--- src/rtl/tap_pkg.sv ---
package tap_pkg;

  typedef enum logic [3:0] {
    S_TLR, S_IDLE,
    S_SEL_DR, S_CAP_DR, S_SH_DR, S_EX1_DR, S_PAU_DR, S_EX2_DR, S_UPD_DR,
    S_SEL_IR, S_CAP_IR, S_SH_IR, S_EX1_IR, S_PAU_IR, S_EX2_IR, S_UPD_IR
  } tap_state_t;

  localparam int IR_W = 3;
  localparam logic [IR_W-1:0] OP_EXTEST = 3'b000;
  localparam logic [IR_W-1:0] OP_IDCODE = 3'b001;
  localparam logic [IR_W-1:0] OP_SAMPZ  = 3'b010;
  localparam logic [IR_W-1:0] OP_SAMPLE = 3'b100;
  localparam logic [IR_W-1:0] OP_BYPASS = 3'b111;
  localparam logic [IR_W-1:0] IR_CAPTURE = 3'b001;

  typedef enum logic [1:0] {SEL_BYP, SEL_ID, SEL_BND} dr_sel_t;

  function automatic dr_sel_t decode_sel(logic [IR_W-1:0] op);
    case (op)
      OP_EXTEST, OP_SAMPZ, OP_SAMPLE: decode_sel = SEL_BND;
      OP_IDCODE:                      decode_sel = SEL_ID;
      default:                        decode_sel = SEL_BYP;
    endcase
  endfunction

endpackage

--- src/rtl/tap_fsm.sv ---
module tap_fsm
  import tap_pkg::*;
(
  input  logic       tck,
  input  logic       rst,
  input  logic       tms,
  output tap_state_t state
);

  tap_state_t nxt;

  always_comb begin
    case (state)
      S_TLR:    nxt = tms ? S_TLR    : S_IDLE;
      S_IDLE:   nxt = tms ? S_SEL_DR : S_IDLE;
      S_SEL_DR: nxt = tms ? S_SEL_IR : S_CAP_DR;
      S_CAP_DR: nxt = tms ? S_EX1_DR : S_SH_DR;
      S_SH_DR:  nxt = tms ? S_EX1_DR : S_SH_DR;
      S_EX1_DR: nxt = tms ? S_UPD_DR : S_PAU_DR;
      S_PAU_DR: nxt = tms ? S_EX2_DR : S_PAU_DR;
      S_EX2_DR: nxt = tms ? S_UPD_DR : S_SH_DR;
      S_UPD_DR: nxt = tms ? S_SEL_DR : S_IDLE;
      S_SEL_IR: nxt = tms ? S_TLR    : S_CAP_IR;
      S_CAP_IR: nxt = tms ? S_EX1_IR : S_SH_IR;
      S_SH_IR:  nxt = tms ? S_EX1_IR : S_SH_IR;
      S_EX1_IR: nxt = tms ? S_UPD_IR : S_PAU_IR;
      S_PAU_IR: nxt = tms ? S_EX2_IR : S_PAU_IR;
      S_EX2_IR: nxt = tms ? S_UPD_IR : S_SH_IR;
      S_UPD_IR: nxt = tms ? S_SEL_DR : S_IDLE;
      default:  nxt = S_TLR;
    endcase
  end

  always_ff @(posedge tck) begin
    if (rst) state <= S_TLR;
    else     state <= nxt;
  end

endmodule

--- src/rtl/tap_ir.sv ---
module tap_ir
  import tap_pkg::*;
(
  input  logic            tck,
  input  logic            rst,
  input  tap_state_t      state,
  input  logic            tdi,
  output logic [IR_W-1:0] ir,
  output logic [IR_W-1:0] ir_sh
);

  always_ff @(posedge tck) begin
    if (rst) begin
      ir    <= OP_IDCODE;
      ir_sh <= '0;
    end else begin
      case (state)
        S_TLR:    ir    <= OP_IDCODE;
        S_CAP_IR: ir_sh <= IR_CAPTURE;
        S_SH_IR:  ir_sh <= {tdi, ir_sh[IR_W-1:1]};
        S_UPD_IR: ir    <= ir_sh;
        default: ;
      endcase
    end
  end

endmodule

--- src/rtl/tap_dr.sv ---
module tap_dr
  import tap_pkg::*;
#(
  parameter int          NPINS   = 108,
  parameter int          ID_W    = 32,
  parameter logic [31:0] ID_WORD = 32'h0000_0001,
  localparam int         BND_LEN = NPINS + 1
) (
  input  logic               tck,
  input  logic               rst,
  input  tap_state_t         state,
  input  logic [IR_W-1:0]    ir,
  input  logic               tdi,
  input  logic [NPINS-1:0]   pin_sample,
  output logic               dr_lsb,
  output logic [BND_LEN-1:0] upd
);

  dr_sel_t            sel;
  logic               byp;
  logic [ID_W-1:0]    id_sh;
  logic [BND_LEN-1:0] bnd_sh;

  assign sel = decode_sel(ir);

  always_ff @(posedge tck) begin
    if (rst) begin
      byp    <= 1'b0;
      id_sh  <= '0;
      bnd_sh <= '0;
      upd    <= '0;
    end else begin
      case (state)
        S_CAP_DR: begin
          case (sel)
            SEL_ID:  id_sh  <= ID_WORD[ID_W-1:0];
            SEL_BND: bnd_sh <= {upd[NPINS], pin_sample};
            default: byp    <= 1'b0;
          endcase
        end
        S_SH_DR: begin
          case (sel)
            SEL_ID:  id_sh  <= {tdi, id_sh[ID_W-1:1]};
            SEL_BND: bnd_sh <= {tdi, bnd_sh[BND_LEN-1:1]};
            default: byp    <= tdi;
          endcase
        end
        S_UPD_DR: if (sel == SEL_BND) upd <= bnd_sh;
        default: ;
      endcase
    end
  end

  always_comb begin
    case (sel)
      SEL_ID:  dr_lsb = id_sh[0];
      SEL_BND: dr_lsb = bnd_sh[0];
      default: dr_lsb = byp;
    endcase
  end

endmodule

--- src/rtl/tap_port.sv ---
module tap_port
  import tap_pkg::*;
#(
  parameter int          NPINS      = 108,
  parameter logic [2:0]  REVISION   = 3'b000,
  parameter logic [10:0] MAKER      = 11'h0D5,
  parameter logic [1:0]  WIDTH_CODE = 2'b11,
  parameter logic        HAS_DLL    = 1'b1,
  parameter logic        QUAD_MODE  = 1'b1,
  parameter logic        BURST4     = 1'b1,
  parameter logic        SEP_IO     = 1'b1
) (
  input  logic             tck,
  input  logic             rst,
  input  logic             tms,
  input  logic             tdi,
  input  logic [NPINS-1:0] pin_sample,
  output logic             tdo,
  output logic             tdo_en,
  output logic             out_float,
  output logic             scan_drive_en,
  output logic [NPINS-1:0] scan_drive
);

  localparam int          BND_LEN = NPINS + 1;
  localparam logic [16:0] CFG     = {11'b0, WIDTH_CODE, HAS_DLL, QUAD_MODE, BURST4, SEP_IO};
  localparam logic [31:0] ID_WORD = {REVISION, CFG, MAKER, 1'b1};

  tap_state_t         state;
  logic [IR_W-1:0]    ir;
  logic [IR_W-1:0]    ir_sh;
  logic               dr_lsb;
  logic [BND_LEN-1:0] upd;

  tap_fsm u_fsm (.tck(tck), .rst(rst), .tms(tms), .state(state));

  tap_ir u_ir (.tck(tck), .rst(rst), .state(state), .tdi(tdi), .ir(ir), .ir_sh(ir_sh));

  tap_dr #(.NPINS(NPINS), .ID_W(32), .ID_WORD(ID_WORD)) u_dr (
    .tck(tck), .rst(rst), .state(state), .ir(ir), .tdi(tdi),
    .pin_sample(pin_sample), .dr_lsb(dr_lsb), .upd(upd)
  );

  assign scan_drive = upd[NPINS-1:0];

  // pad controls are decided only when a new instruction becomes current
  always_ff @(posedge tck) begin
    if (rst || state == S_TLR) begin
      out_float     <= 1'b0;
      scan_drive_en <= 1'b0;
    end else if (state == S_UPD_IR) begin
      scan_drive_en <= (ir_sh == OP_EXTEST);
      out_float     <= (ir_sh == OP_SAMPZ) || (ir_sh == OP_EXTEST && !upd[NPINS]);
    end
  end

  // serial output retimed to the falling edge
  always_ff @(negedge tck) begin
    if (rst) begin
      tdo    <= 1'b0;
      tdo_en <= 1'b0;
    end else begin
      tdo_en <= (state == S_SH_IR) || (state == S_SH_DR);
      tdo    <= (state == S_SH_IR) ? ir_sh[0] :
                (state == S_SH_DR) ? dr_lsb : 1'b0;
    end
  end

endmodule

--- config.mk ---
export PLATFORM = sky130hd
export DESIGN_NAME = tap_port
export DESIGN_NICKNAME = d
export VERILOG_FILES = /design/src/rtl/tap_pkg.sv /design/src/rtl/tap_fsm.sv /design/src/rtl/tap_ir.sv /design/src/rtl/tap_dr.sv /design/src/rtl/tap_port.sv
export SDC_FILE = /design/constraint.sdc
export NUM_CORES = 1
export LEC_CHECK = 0
export ABC_CLOCK_PERIOD_IN_PS = 1700
export BUFFER_PORTS_ARGS = -buffer_cell sky130_fd_sc_hd__buf_4
export CAP_MARGIN = 20
export CELL_PAD_IN_SITES_DETAIL_PLACEMENT = 1
export CELL_PAD_IN_SITES_GLOBAL_PLACEMENT = 1
export CORE_ASPECT_RATIO = 0.9
export CORE_MARGIN = 2
export CORE_UTILIZATION = 38
export DETAILED_ROUTE_END_ITERATION = 7
export PLACE_DENSITY = 0.84
export SYNTH_ARGS = -nofsm -noshare
export SYNTH_HDL_FRONTEND = slang
export SYNTH_HIERARCHICAL = 1
export SYNTH_SLANG_ARGS = --single-unit
--- constraint.sdc ---
create_clock -name tck -period 1.7 [get_ports tck]
set_input_delay 0.34 -clock tck [delete_from_list [all_inputs] [get_ports tck]]
set_output_delay 0.34 -clock tck [all_outputs]
set_load 0.1 [all_outputs]
==> results.json <==
{
  "drive_gt1_frac": 0.5946,
  "relSlewSlack": 0.4311,
  "yosysWarnings": 6,
  "drtIter0Drc": 1271,
  "async_flop_share": 0,
  "drt_pass1_iterations": 5,
  "ys_ff_latch": 265,
  "synth_cells": 1341,
  "place_ws_ns": -0.6030,
  "syn-num-nets": 1456,
  "synth.area.mux_share": 0.08982,
  "ys_types": 58,
  "dieArea_mm2": 0.03371,
  "track_usage": 0.3150,
  "final_area_mm2": 0.02135,
  "hold_start": "pin_sample[43]",
  "critPathArrivalTime_ns": 2.07,
  "whs_ns": 0.03087,
  "startpoint_type": "flop",
  "worstPathMaxFanout": 3,
  "port_buffers": 223,
  "antenna_found_initial": 1,
  "violations": "negative setup slack",
  "synthAdderAreaFrac": 0.003062,
  "maxCapViolCount": 0,
  "synth_top_family_by_area": "compound AO/OA/AOI/OAI gates",
  "grt_pass1_wl_um": 84360,
  "synth_edf_count": 0,
  "hold_class": "in2reg",
  "io_pins": 224,
  "status": "complete, but fails checks",
  "r2r-start": "u_ir/ir[1]",
  "num_vias": 14084,
  "synth_xor_xnor_area_share": 0.0007145,
  "synth_area_leader_cell": "dfxtp_1",
  "sw_frac_of_total": 0.2674,
  "final_max_slew_viol_count": 0,
  "initial_core_util": 0.3854,
  "row_count": 62,
  "fill_cells": 3004,
  "total_power_mw": 14.72,
  "rsz0062_at_grt": "yes",
  "clk_pin_slew_ns": 0.07,
  "syn_to_final_growth_pct": 74.14,
  "wirelength_um": 71390,
  "synth-main-ff-cell": "dfxtp_1",
  "htree_levels": 1,
  "yosys.cell_count.top_type": "dfxtp_1",
  "cts.sinks": 265,
  "clockPowerShare": 0.494,
  "grt_max_degree": 78,
  "die_w_um": 193.3,
  "setup_ws_ns": -0.7025,
  "core_area_mm2": 0.03181,
  "ys_seq_area_frac": 0.4328,
  "combPwrFrac": 0.082,
  "drc": 0,
  "ys_top_cells_by_area": "dfxtp_1 (43%), mux2i_1 (9.0%), and3b_1 (7.9%)",
  "nNetsFinal": 1710,
  "critical_path_required_ns": 1.37,
  "place.detailed.hpwl_um": 25630,
  "critical_path_class": "reg2reg",
  "synth_compound_gate_area_share": 0.2519,
  "placed_area_mm2": 0.01471,
  "netlist_area_mm2": 0.01226,
  "die_y_um": 174.4,
  "irDropWorstVdd_uv": 1467,
  "cts_root_buf": "clkbuf_16",
  "grt_pass1_vias": 13985,
  "ctsHoldBuffers": 0,
  "yosys-top-cells-count": "dfxtp_1 (265), o21ai_0 (123), a21oi_1 (119)",
  "numCtsBuffers": 30,
  "worst_slew_pin_slew_ns": 0.8534,
  "wire_per_inst_um": 35.08,
  "syn_area_per_cell_um2": 9.141,
  "overflow": 0,
  "p_switching_mw": 3.937,
  "sequentialPowerShare": 0.424,
  "setup_viol_count_final": 268,
  "gp_congestion": 0.7761,
  "fin_worst_skew_ns": 0.07712,
  "final_util": 0.6711,
  "synthDominantCellAreaShare": 0.4328,
  "critPathLaunch": "u_ir/ir[1]",
  "hold_viol_final": 0,
  "cts_buffer_depth": 3,
  "detail-route-antenna-nets": 0,
  "tritoncts": "done",
  "worstSkewPairLatency_ns": 0.64,
  "cellInternalPower_mw": 10.79,
  "p_per_area_mw_per_mm2": 689.7,
  "p_leak_nw": 7.423,
  "avgViaCountPerCell": 6.921,
  "end_kind": "flop",
  "synth-simple-area-share": 0.1541
}
[power groups by stage]
stage                     combinational, mW  sequential [mW]  clock, mW
after floorplan                       0.446             6.40     0.0109
after global placement                0.859             6.38     0.0109
after detailed placement              0.875             6.39     0.0109
after CTS                             0.933             6.25       6.97
after global routing                   1.24             6.25       7.46
final                                  1.20             6.25       7.27
[routing by layer]
metal | GRT usage | part of all wire
met1 | 0.3742 | 0.37
met4 | 0.1422 | 0.069
met3 | 0.06092 | 0.077
met2 | 0.5507 | 0.49
met5 | 0 | 0
[registers in the layout, summed over array words and instances (netlist names)]
| name | flops |
|---|---|
| u_dr/byp | 1 |
| out_float | 1 |
| u_ir/ir | 3 |
| tdo | 1 |
| u_ir/ir_sh | 3 |
| u_dr/bnd_sh | 109 |
| u_dr/id_sh | 32 |
| u_fsm/state | 4 |
| u_dr/upd | 109 |
| scan_drive_en | 1 |
| tdo_en | 1 |
[critical path, stage by stage, from the launching register on]
cell	delay, ns
dfxtp_4	0.37
a21oi_4	0.18
buf_6	0.13
inv_4	0.03
ha_4	0.15
a22oi_2	0.24
o21ai_2	0.09
mux2i_2	0.23
a211oi_2	0.08
[metrics by stage]
stage	setup TNS (ns)	std cells
after floorplan	-8.246	1341
after global placement	-60.01	1893
after detailed placement	-77.91	1893
after CTS	-116.91	2035
after global routing	-124.62	2035
final	-114.67	2035
[logic make-up after synthesis]
group / after synthesis
AOI/OAI and AO/OA: 498
and+or+nand+nor: 287
DFF: 265
buffers and inverters: 177
muxes: 110
adders and majority gates: 3
xor gates and xnor gates: 1
[area by class of cell]
class / instances / area, µm² / share of cell area
multi-input combinational: 901 / 9847 / 0.4613
timing repair buffer: 379 / 4527 / 0.2121
clock buffer: 40 / 848.3 / 0.03974
antenna: 1 / 2.502 / 0.0001172
inverter: 16 / 67.56 / 0.003165
clock inverter: 17 / 203.9 / 0.009555
sequential: 265 / 5329 / 0.2496
tap: 416 / 520.5 / 0.02438
[path summary, 6_finish.rpt]
path | slack, ns | to | cells after the start
hold / removal | 0.03 | u_dr/bnd_sh[43] | 3
setup reg to reg | -0.70 | tdo | 8
setup / recovery | -0.70 | tdo | 8
hold reg to reg | 0.47 | u_dr/upd[35] | 2
[cell usage in the layout (no fill, tap or decap), types with 4 or more instances in the layout]
| cell type | netlist | final |
|---|---|---|
| inv_1 | 15 | 14 |
| nand3_4 | 0 | 57 |
| nor2_1 | 6 | 5 |
| o22ai_1 | 13 | 9 |
| clkinv_2 | 0 | 6 |
| dfxtp_2 | 0 | 4 |
| o21ai_2 | 0 | 149 |
| buf_6 | 14 | 16 |
| and3b_1 | 110 | 110 |
| clkbuf_1 | 113 | 4 |
| buf_4 | 2 | 253 |
| nand3_2 | 0 | 29 |
| inv_4 | 0 | 4 |
| clkbuf_16 | 0 | 41 |
| buf_16 | 0 | 32 |
| buf_12 | 0 | 57 |
| bufinv_16 | 0 | 4 |
| dfxtp_1 | 265 | 256 |
| mux2i_1 | 110 | 109 |
| clkbuf_8 | 2 | 6 |
| o22ai_2 | 0 | 4 |
| a41oi_2 | 0 | 76 |
| buf_8 | 0 | 10 |
| o21ai_1 | 98 | 22 |
| o21ai_4 | 0 | 49 |
| a21oi_1 | 119 | 26 |
| a41oi_1 | 109 | 4 |
| o221a_1 | 11 | 11 |
| nand2_1 | 27 | 24 |
| dfxtp_4 | 0 | 5 |
| a21oi_2 | 1 | 92 |
| a41oi_4 | 0 | 29 |
| o32ai_2 | 1 | 4 |
| nand3_1 | 113 | 27 |
[what timing repair did]
action | in CTS | in global routing
hold endpoints to repair | 0 | 0
resized for setup | 389 | 518
gates cloned | 46 | 12
pin swaps | 111 | 201
buffers inserted | 41 | 17
setup endpoints to repair | 256 | 262
(Power assumes the default switching activity.)
